<file path="src/rtl/dcsr_pkg.sv">
package dcsr_pkg;
  localparam int unsigned WORD_W  = 32;
  localparam int unsigned NUM_ERR = 3;

  localparam int unsigned OFS_CTRL = 0;
  localparam int unsigned OFS_STAT = 4;
  localparam int unsigned OFS_BASE = 8;

  localparam int unsigned CB_START  = 0;
  localparam int unsigned CB_MODE   = 2;
  localparam int unsigned MODE_W    = 2;
  localparam int unsigned CB_ERR_EN = 4;
  localparam int unsigned CB_CMP_EN = 5;

  localparam int unsigned SB_DONE    = 0;
  localparam int unsigned SB_ERR     = 1;
  localparam int unsigned SB_IRQ_ERR = 4;
  localparam int unsigned SB_IRQ_CMP = 5;

  localparam logic [WORD_W-1:0] CTRL_MASK = 32'h0000_003D;

  // err[0] internal, err[1] decode, err[2] slave
  typedef struct packed {
    logic               done;
    logic [NUM_ERR-1:0] err;
  } eng_evt_t;
endpackage

</file>
<file path="src/rtl/dcsr_ctrl.sv">
module dcsr_ctrl
  import dcsr_pkg::*;
(
  input  logic              clk,
  input  logic              rst,
  input  logic              wr_sel,
  input  logic [WORD_W-1:0] wr_data,
  output logic [WORD_W-1:0] ctrl_q,
  output logic              start_trig,
  output logic              start_pulse
);
  assign start_trig = wr_sel && wr_data[CB_START] && !ctrl_q[CB_START];

  always_ff @(posedge clk) begin
    if (rst) begin
      ctrl_q      <= '0;
      start_pulse <= 1'b0;
    end else begin
      start_pulse <= start_trig;
      if (wr_sel) ctrl_q <= wr_data & CTRL_MASK;
    end
  end

  AST_START_ONE_CYCLE: assert property (@(posedge clk) disable iff (rst)
    start_pulse |=> !start_pulse);
  AST_START_FROM_ZERO: assert property (@(posedge clk) disable iff (rst)
    start_pulse |-> (ctrl_q[CB_START] && !$past(ctrl_q[CB_START])));
endmodule

</file>
<file path="src/rtl/dcsr_status.sv">
module dcsr_status
  import dcsr_pkg::*;
(
  input  logic               clk,
  input  logic               rst,
  input  logic               start_trig,
  input  logic               clr_sel,
  input  logic [WORD_W-1:0]  clr_data,
  input  eng_evt_t           evt,
  input  logic               err_en,
  input  logic               cmp_en,
  output logic               done_q,
  output logic [NUM_ERR-1:0] err_q,
  output logic               flag_err_q,
  output logic               flag_cmp_q,
  output logic               irq
);
  logic evt_done, evt_err;
  logic set_ferr, set_fcmp, clr_ferr, clr_fcmp;
  logic ferr_n, fcmp_n, done_n;

  always_comb begin
    evt_done = evt.done;
    evt_err  = |evt.err;
    set_ferr = evt_err && err_en;
    set_fcmp = evt_done && cmp_en;
    clr_ferr = clr_sel && clr_data[SB_IRQ_ERR];
    clr_fcmp = clr_sel && clr_data[SB_IRQ_CMP];
    // a new event beats both the start clear and the software clear
    done_n   = (done_q && !start_trig) || evt_done;
    ferr_n   = (flag_err_q && !clr_ferr) || set_ferr;
    fcmp_n   = (flag_cmp_q && !clr_fcmp) || set_fcmp;
  end

  always_ff @(posedge clk) begin
    if (rst) begin
      done_q     <= 1'b0;
      flag_err_q <= 1'b0;
      flag_cmp_q <= 1'b0;
      irq        <= 1'b0;
    end else begin
      done_q     <= done_n;
      flag_err_q <= ferr_n;
      flag_cmp_q <= fcmp_n;
      irq        <= ferr_n || fcmp_n;
    end
  end

  for (genvar g = 0; g < NUM_ERR; g++) begin : g_err
    always_ff @(posedge clk) begin
      if (rst) err_q[g] <= 1'b0;
      else     err_q[g] <= (err_q[g] && !start_trig) || evt.err[g];
    end
  end

  AST_CMP_NEEDS_EN: assert property (@(posedge clk) disable iff (rst)
    $rose(flag_cmp_q) |-> $past(cmp_en));
  AST_ERR_NEEDS_EN: assert property (@(posedge clk) disable iff (rst)
    $rose(flag_err_q) |-> $past(err_en));
  AST_START_CLEARS_DONE: assert property (@(posedge clk) disable iff (rst)
    ($past(start_trig) && !$past(evt_done)) |-> !done_q);
  AST_START_KEEPS_FLAG: assert property (@(posedge clk) disable iff (rst)
    ($past(start_trig) && $past(flag_cmp_q) && !$past(clr_fcmp)) |-> flag_cmp_q);
  AST_W1C_ERR: assert property (@(posedge clk) disable iff (rst)
    ($past(clr_ferr) && !$past(set_ferr)) |-> !flag_err_q);
  AST_IRQ_IS_OR: assert property (@(posedge clk) disable iff (rst)
    irq == (flag_err_q || flag_cmp_q));
endmodule

</file>
<file path="src/rtl/dma_csr_bank.sv">
module dma_csr_bank
  import dcsr_pkg::*;
#(
  parameter int unsigned ADDR_W = 8
) (
  input  logic              clk,
  input  logic              rst,
  input  logic              wr_en,
  input  logic [ADDR_W-1:0] wr_addr,
  input  logic [31:0]       wr_data,
  input  logic              rd_en,
  input  logic [ADDR_W-1:0] rd_addr,
  output logic [31:0]       rd_data,
  output logic [31:0]       base_addr,
  output logic [1:0]        mode,
  output logic              start_pulse,
  input  logic              eng_done,
  input  logic              eng_err_internal,
  input  logic              eng_err_decode,
  input  logic              eng_err_slave,
  output logic              irq
);
  localparam logic [ADDR_W-1:0] A_CTRL = ADDR_W'(OFS_CTRL);
  localparam logic [ADDR_W-1:0] A_STAT = ADDR_W'(OFS_STAT);
  localparam logic [ADDR_W-1:0] A_BASE = ADDR_W'(OFS_BASE);

  logic               sel_ctrl, sel_stat, sel_base;
  logic [WORD_W-1:0]  ctrl_q, base_q, stat_word, rd_mux;
  logic               start_trig;
  logic               done_q, flag_err_q, flag_cmp_q;
  logic [NUM_ERR-1:0] err_q;
  eng_evt_t           evt;

  assign sel_ctrl = wr_en && (wr_addr == A_CTRL);
  assign sel_stat = wr_en && (wr_addr == A_STAT);
  assign sel_base = wr_en && (wr_addr == A_BASE);
  assign evt      = '{done: eng_done, err: {eng_err_slave, eng_err_decode, eng_err_internal}};

  dcsr_ctrl u_ctrl (
    .clk        (clk),
    .rst        (rst),
    .wr_sel     (sel_ctrl),
    .wr_data    (wr_data),
    .ctrl_q     (ctrl_q),
    .start_trig (start_trig),
    .start_pulse(start_pulse)
  );

  dcsr_status u_stat (
    .clk       (clk),
    .rst       (rst),
    .start_trig(start_trig),
    .clr_sel   (sel_stat),
    .clr_data  (wr_data),
    .evt       (evt),
    .err_en    (ctrl_q[CB_ERR_EN]),
    .cmp_en    (ctrl_q[CB_CMP_EN]),
    .done_q    (done_q),
    .err_q     (err_q),
    .flag_err_q(flag_err_q),
    .flag_cmp_q(flag_cmp_q),
    .irq       (irq)
  );

  always_ff @(posedge clk) begin
    if (rst)           base_q <= '0;
    else if (sel_base) base_q <= wr_data;
  end

  always_comb begin
    stat_word                           = '0;
    stat_word[SB_DONE]                  = done_q;
    stat_word[SB_ERR +: NUM_ERR]        = err_q;
    stat_word[SB_IRQ_ERR]               = flag_err_q;
    stat_word[SB_IRQ_CMP]               = flag_cmp_q;
    case (rd_addr)
      A_CTRL:  rd_mux = ctrl_q;
      A_STAT:  rd_mux = stat_word;
      A_BASE:  rd_mux = base_q;
      default: rd_mux = '0;
    endcase
  end

  always_ff @(posedge clk) begin
    if (rst)        rd_data <= '0;
    else if (rd_en) rd_data <= rd_mux;
  end

  assign base_addr = base_q;
  assign mode      = ctrl_q[CB_MODE +: MODE_W];

  AST_UNMAPPED_ZERO: assert property (@(posedge clk) disable iff (rst)
    (rd_en && rd_addr != A_CTRL && rd_addr != A_STAT && rd_addr != A_BASE)
      |=> rd_data == '0);
  AST_BASE_HOLDS: assert property (@(posedge clk) disable iff (rst)
    !$past(sel_base) |-> $stable(base_addr));
endmodule

</file>
<file path="config.mk">
export PLATFORM = sky130hd
export DESIGN_NAME = dma_csr_bank
export DESIGN_NICKNAME = d
export VERILOG_FILES = /design/src/rtl/dcsr_pkg.sv /design/src/rtl/dcsr_ctrl.sv /design/src/rtl/dcsr_status.sv /design/src/rtl/dma_csr_bank.sv
export SDC_FILE = /design/constraint.sdc
export NUM_CORES = 1
export LEC_CHECK = 0
export ABC_AREA = 1
export BUFFER_PORTS_ARGS = -buffer_cell sky130_fd_sc_hd__buf_2
export CAP_MARGIN = 0
export CORE_MARGIN = 5
export CORE_UTILIZATION = 50
export DETAILED_ROUTE_END_ITERATION = 10
export PLACE_DENSITY = 0.91
export SLEW_MARGIN = 40
export SYNTH_ARGS = -nofsm -noshare
export SYNTH_HDL_FRONTEND = slang
export SYNTH_HIERARCHICAL = 1
export SYNTH_SLANG_ARGS = --single-unit
</file>
<file path="constraint.sdc">
create_clock -name clk -period 1.9 [get_ports clk]
set_input_delay 0.095 -clock clk [delete_from_list [all_inputs] [get_ports clk]]
set_output_delay 0.095 -clock clk [all_outputs]
set_load 0.01 [all_outputs]
</file>
==> results.py, run 1 <==
metrics = {
    "status": {
        "status": "completed",
    },
    "clock_network": {
        "cts.repair.resized": 0,
        "clock_latency_ns": 0.35,
        "clock-sinks": 77,
        "cts_tree": "done",
        "clk_path_buf_depth": 2,
        "cts_made_buffers": 9,
        "cts_root_buffer": "clkbuf_8",
        "post_cts_buffers": 0,
        "h-tree-depth": 3,
        "clkTransAtPathRegs_ns": 0.07,
    },
    "sta": {
        "hold_violations": 0,
        "rsz0062_at_grt": "false",
        "fin_ws_ns": 0.6924,
        "skew_ns": 0.01149,
        "maxClockFrequency_ghz": 0.8281,
        "fin_crit_sh_pct": 63.56,
        "worst_pin_slew_ns": 0.6286,
        "slew-limit-headroom_pct": 57.95,
        "tns_ns": 0,
        "setup_viol": 0,
        "period_minus_slack_ns": 1.208,
        "drv_slew": 0,
    },
    "routing": {
        "vias": 3751,
        "wl_um": 10050,
        "firstDrtPassIters": 5,
        "viasPerCell": 5.069,
        "route.detailed.drc": 0,
        "ant_nets": 0,
        "drt_iter0_markers": 187,
        "wire_per_inst_um": 13.59,
    },
    "critical_path": {
        "crit_slowest_cell": "nand2_2",
        "cpPeakStageDelay_ns": 0.38,
        "critPathMaxFanout": 32,
        "crit_path_end_kind": "register",
        "worst_ep_required_time_ns": 2.13,
        "path_class": "input pin to register",
        "path_cells": "buf_2, or2_1, nor3_4, nand2_2, o21ai_0, nor2_1",
        "cp_num_buf_inv": 1,
        "path_delay_family": "simple AND/OR/NAND/NOR gates",
        "critPathLaunchType": "input pin",
        "arrival_ns": 1.44,
    },
    "placement": {
        "placed_area_mm2": 0.004071,
        "io_buffers": 123,
        "placed_cells": 704,
        "preCtsSetupSlack_ns": 0.3485,
        "place.gp.congestion": 0.8613,
        "hpwl_um": 6744,
    },
    "synth": {
        "postSynthAreaPerCell_um2": 6.915,
        "netlist_area_mm2": 0.003520,
        "yosys_warnings": 6,
        "yosys_register_bits": 77,
        "synthCells": 509,
        "yosysSeqAreaShare_pct": 43.80,
        "synth_cell_type_count": 20,
    },
    "final_layout": {
        "instances_no_fill": 740,
        "area_growth_pct": 27.05,
        "final_area_mm2": 0.004472,
        "drive_above_1_share_pct": 23.76,
        "diodes": 0,
        "nFillCells": 614,
        "mostFrequentLayoutCells": "nand2_1, buf_2, dfxtp_1, a21oi_1, nor2_1",
        "layout_commonest_cell": "nand2_1",
        "num-nets-final": 696,
    },
    "grt": {
        "antenna_found_initial": 0,
        "grt_max_degree": 42,
        "grt_overflow": 0,
        "grt_pass1_vias": 3554,
        "grtUsageTotal_pct": 22.95,
        "grt_pass1_wl_um": 16160,
    },
    "min_path": {
        "hold_path_class": "input pin to register",
    },
    "floorplanning": {
        "dieHeight_um": 93.90,
        "die_area_mm2": 0.008817,
        "die_w_um": 93.90,
        "core_area_mm2": 0.006832,
        "pin_count": 124,
        "initial_core_util_pct": 51.52,
        "rows": 30,
    },
    "job": {
        "cap_violations": 0,
    },
    "power": {
        "power_w": 0.003074,
        "powerDensity_mw_per_mm2": 687.4,
        "p_leak_nw": 2.154,
        "ir_drop_uv": 452.5,
    },
}
-- metal layers --
layer | GRT usage (%) | routed length [um] | up-vias
met4 | 11.31 | 288 | 0
met3 | 3.846 | 639 | 30
met5 | 0 | 0 | -
li1 | - | - | 1858
met2 | 41.28 | 5132 | 176
met1 | 25.99 | 3994 | 1687
-- power breakdown --
part / leakage [nW] / switching, W / total [W] / internal (W)
combinational: 1.43 / 0.000139 / 0.000239 / 0.000100
clock: 0.0992 / 0.000574 / 0.00121 / 0.000634
sequential: 0.621 / 0.00000508 / 0.00163 / 0.00162
-- registers in the layout, summed over array words and instances, names as in the netlist --
register / flops
u_ctrl/start_pulse: 1
u_stat/done_q: 1
u_ctrl/ctrl_q: 5
rd_data: 32
u_stat/flag_cmp_q: 1
u_stat/flag_err_q: 1
u_stat/err_q: 3
u_stat/irq: 1
base_addr: 32
-- tightest hold or removal path, delay by kind of cell --
| family | cells | cell delay [ns] |
|---|---|---|
| compound gates | 1 | 0.06 |
| simple gates | 1 | 0.07 |
| buf+inv | 1 | 0.07 |
-- final cells by class --
class,count,area (um2),share of cell area [%]
clock buffers,11,141.4,3.162
clock inverters,4,48.80,1.091
inverters,18,67.56,1.511
multi-input cells,380,1652,36.93
flip-flops and latches,77,1541,34.47
well taps,96,120.1,2.686
repair buffers,154,900.9,20.15
-- cell usage after synthesis, drive strengths merged --
library cell / count / area [um2]
nor3: 3 / 26.28
conb: 1 / 3.750
o21ai: 36 / 180.2
nand3: 45 / 225.2
clkbuf: 18 / 67.56
inv: 18 / 67.56
nor4: 1 / 6.260
or2: 1 / 6.260
nand4: 1 / 6.260
nor2: 54 / 202.7
dfxtp: 77 / 1541
a21oi: 70 / 354.1
nand2: 142 / 535.5
buf: 42 / 296.5
-- cell families (layout without fill, tap and decap cells) --
group | after synthesis | after routing | share of synthesized area, %
compound gates | 106 | 106 | 15.18
buf+inv | 78 | 187 | 12.26
flops | 77 | 77 | 43.80
other cells | 1 | 27 | 0.1065
simple gates | 247 | 247 | 28.65
-- stage by stage --
| step | hold slack, ns | utilization (%) |
|---|---|---|
| final | 0.0002229 | 65.46 |
| after global routing | 0.006349 | 65.46 |
| after CTS | 0.0003983 | 65.31 |
| after detailed placement | 0.3402 | 59.60 |
| after global placement | 0.3301 | 59.60 |
| after floorplan | 0.1633 | - |
-- timing repair --
item	CTS	global route
hold buffers	20	1
hold endpoints to repair	20	1
endpoints found under the setup margin	0	0
-- path summary, 6_finish.rpt --
path	end	startpoint	depth (start not counted)	slack, ns
setup reg to reg	u_stat/err_q[2]$_SDFF_PP0_	u_ctrl/ctrl_q[0]$_SDFFE_PP0P_	4	1.02
hold / removal	base_addr[31]$_SDFFE_PP0P_	wr_data[31]	3	0.0002
setup / recovery	base_addr[22]$_SDFFE_PP0P_	wr_addr[1]	6	0.69
hold reg to reg	rd_data[24]$_SDFFE_PP0P_	rd_data[24]$_SDFFE_PP0P_	2	0.46
(Power assumes the default switching activity.)
==> inputs of run 2 (changes only) <==
- CORE_UTILIZATION: 50 -> 45
- PLACE_DENSITY: 0.91 -> 0.87
- clock period: 1.9 -> 1.1 ns (I/O delays scaled with it)
==> run 2 against run 1 <==
Effect of this change:
- sequential power is 72% higher
- total power is 84% higher
- critical path depth is 3 higher
- register-to-register slack worse by 0.82 ns
- clock power is 93% higher
- final area is 8.4% higher
==> results.py, run 2 (synthesis gave the netlist of run 1 again) <==
metrics = {
    "status": {
        "status": "completed",
    },
    "routing": {
        "viasPerCell": 5.001,
        "drt_iter0_markers": 295,
        "dr.max_layer_used": "met4",
        "route.detailed.drc": 0,
        "wire_per_inst_um": 14.40,
        "ant_nets": 0,
        "firstDrtPassIters": 5,
        "vias": 3881,
        "dr_wl_met3_um": 864,
        "wl_met2_um": 5527,
        "wl_um": 11180,
        "wl_met1_um": 4491,
    },
    "critical_path": {
        "critPathMaxFanout": 4,
        "critPathLaunchType": "input pin",
        "arrival_ns": 1.32,
        "crit_path_end_kind": "register",
        "rrSetupSlack_ns": 0.20,
        "worst_ep_required_time_ns": 1.32,
        "path_class": "input pin to register",
    },
    "job": {
        "cap_violations": 0,
    },
    "clock_network": {
        "clock_latency_ns": 0.34,
        "h-tree-depth": 3,
        "clock-sinks": 77,
        "cts_tree": "done",
        "clkTransAtPathRegs_ns": 0.08,
        "cts_root_buffer": "clkbuf_8",
        "clk_path_buf_depth": 2,
        "cts_made_buffers": 9,
    },
    "floorplanning": {
        "die_w_um": 98.44,
        "rows": 32,
        "pin_count": 124,
        "initial_core_util_pct": 45.78,
        "dieHeight_um": 98.44,
        "core_area_mm2": 0.007687,
        "die_area_mm2": 0.009690,
    },
    "final_layout": {
        "mostFrequentLayoutCells": "nand2_1, buf_2, dfxtp_1, a21oi_1, nor2_1",
        "drive_above_1_share_pct": 26.00,
        "num-nets-final": 724,
        "nFillCells": 667,
        "layout_commonest_cell": "nand2_1",
        "area_growth_pct": 37.68,
    },
    "placement": {
        "io_buffers": 123,
        "preCtsSetupSlack_ns": -0.1615,
        "hpwl_um": 7431,
        "place.gp.congestion": 0.8342,
    },
    "sta": {
        "hold_violations": 0,
        "tns_ns": 0,
        "fin_ws_ns": 0.005632,
        "drv_slew": 0,
        "maxClockFrequency_ghz": 0.9138,
        "rsz0062_at_grt": "true",
        "fin_crit_sh_pct": 99.49,
        "setup_viol": 0,
        "period_minus_slack_ns": 1.094,
        "skew_ns": 0.008724,
    },
    "grt": {
        "grt_max_degree": 33,
        "antenna_found_initial": 0,
        "grt_pass1_vias": 3903,
        "grt_pass1_wl_um": 18280,
        "grtUsageTotal_pct": 22.86,
        "grt_overflow": 0,
    },
    "power": {
        "ir_drop_uv": 674.7,
        "p_leak_nw": 2.304,
        "powerDensity_mw_per_mm2": 1165,
    },
    "min_path": {
        "hold_path_class": "input pin to register",
    },
}
run 2: cell count changes in the layout (fill, tap and decap cells not counted), sizes merged:
cell         before  now
bufinv            1    2
clkinvlp          0    2
clkinv            3    0
dlygate4sd3      21   36
inv              18   19
diode             0    1
buf             133  146
run 2: timing repair:
item	4_1_cts	5_1_grt
hold buffers	36	0
gates resized for setup	0	8
setup endpoints to repair	0	3
buffers inserted	0	2
hold endpoints to repair	39	0
run 2: final cells by class:
type | count | area [um2] | share of cell area, %
clock inverters | 5 | 83.83 | 1.730
inverters | 18 | 67.56 | 1.394
flip-flops and latches | 77 | 1541 | 31.81
repair buffers | 182 | 1199 | 24.74
multi-input cells | 380 | 1693 | 34.93
diodes | 1 | 2.502 | 0.05164
well taps | 102 | 127.6 | 2.634
clock buffers | 11 | 131.4 | 2.711
run 2: metrics by stage:
| step | std cells | hold WS [ns] | util, % | power (W) | cell area, um2 |
|---|---|---|---|---|---|
| global placement | 721 | 0.2883 | 55.01 | 0.003241 | 4229 |
| floorplan | 535 | 0.1233 | - | 0.003124 | 3635 |
| global route | 775 | 0.03572 | 63.00 | 0.005862 | 4843 |
| finish | 776 | 0.02973 | 63.04 | 0.005643 | 4846 |
| detailed placement | 721 | 0.2944 | 55.01 | 0.003250 | 4229 |
| CTS | 773 | 0.02019 | 62.50 | 0.005646 | 4805 |
run 2: critical path: stages:
cell,delay (ns)
buf_2,0.10
nor2_2,0.12
nand4_1,0.18
nor4_4,0.34
nand2_2,0.12
nor2_4,0.11
inv_2,0.08
a21oi_2,0.14
nor2_1,0.07
run 2: report_power, final:
| part | leakage, nW | switching [W] | internal, W |
|---|---|---|---|
| Clock | 0.100 | 0.00104 | 0.00129 |
| Combinational | 1.58 | 0.000269 | 0.000231 |
| Sequential | 0.621 | 0.0000113 | 0.00280 |
| Total | 2.30 | 0.00132 | 0.00432 |
run 2: worst paths after layout:
kind / from / endpoint / cells after the start
hold / removal: rst / u_stat/flag_cmp_q$_SDFF_PP0_ / 2
hold reg to reg: rd_data[27]$_SDFFE_PP0P_ / rd_data[27]$_SDFFE_PP0P_ / 2
setup / recovery: wr_addr[5] / u_stat/err_q[1]$_SDFF_PP0_ / 9
setup reg to reg: u_ctrl/ctrl_q[0]$_SDFFE_PP0P_ / u_stat/err_q[1]$_SDFF_PP0_ / 4
run 2: metal layers:
layer  vias to the layer above  track usage [%]
met4                         0            10.08
met2                       219            39.31
li1                       1918                -
met1                      1713            27.65
met3                        31            4.529
met5                         -                0
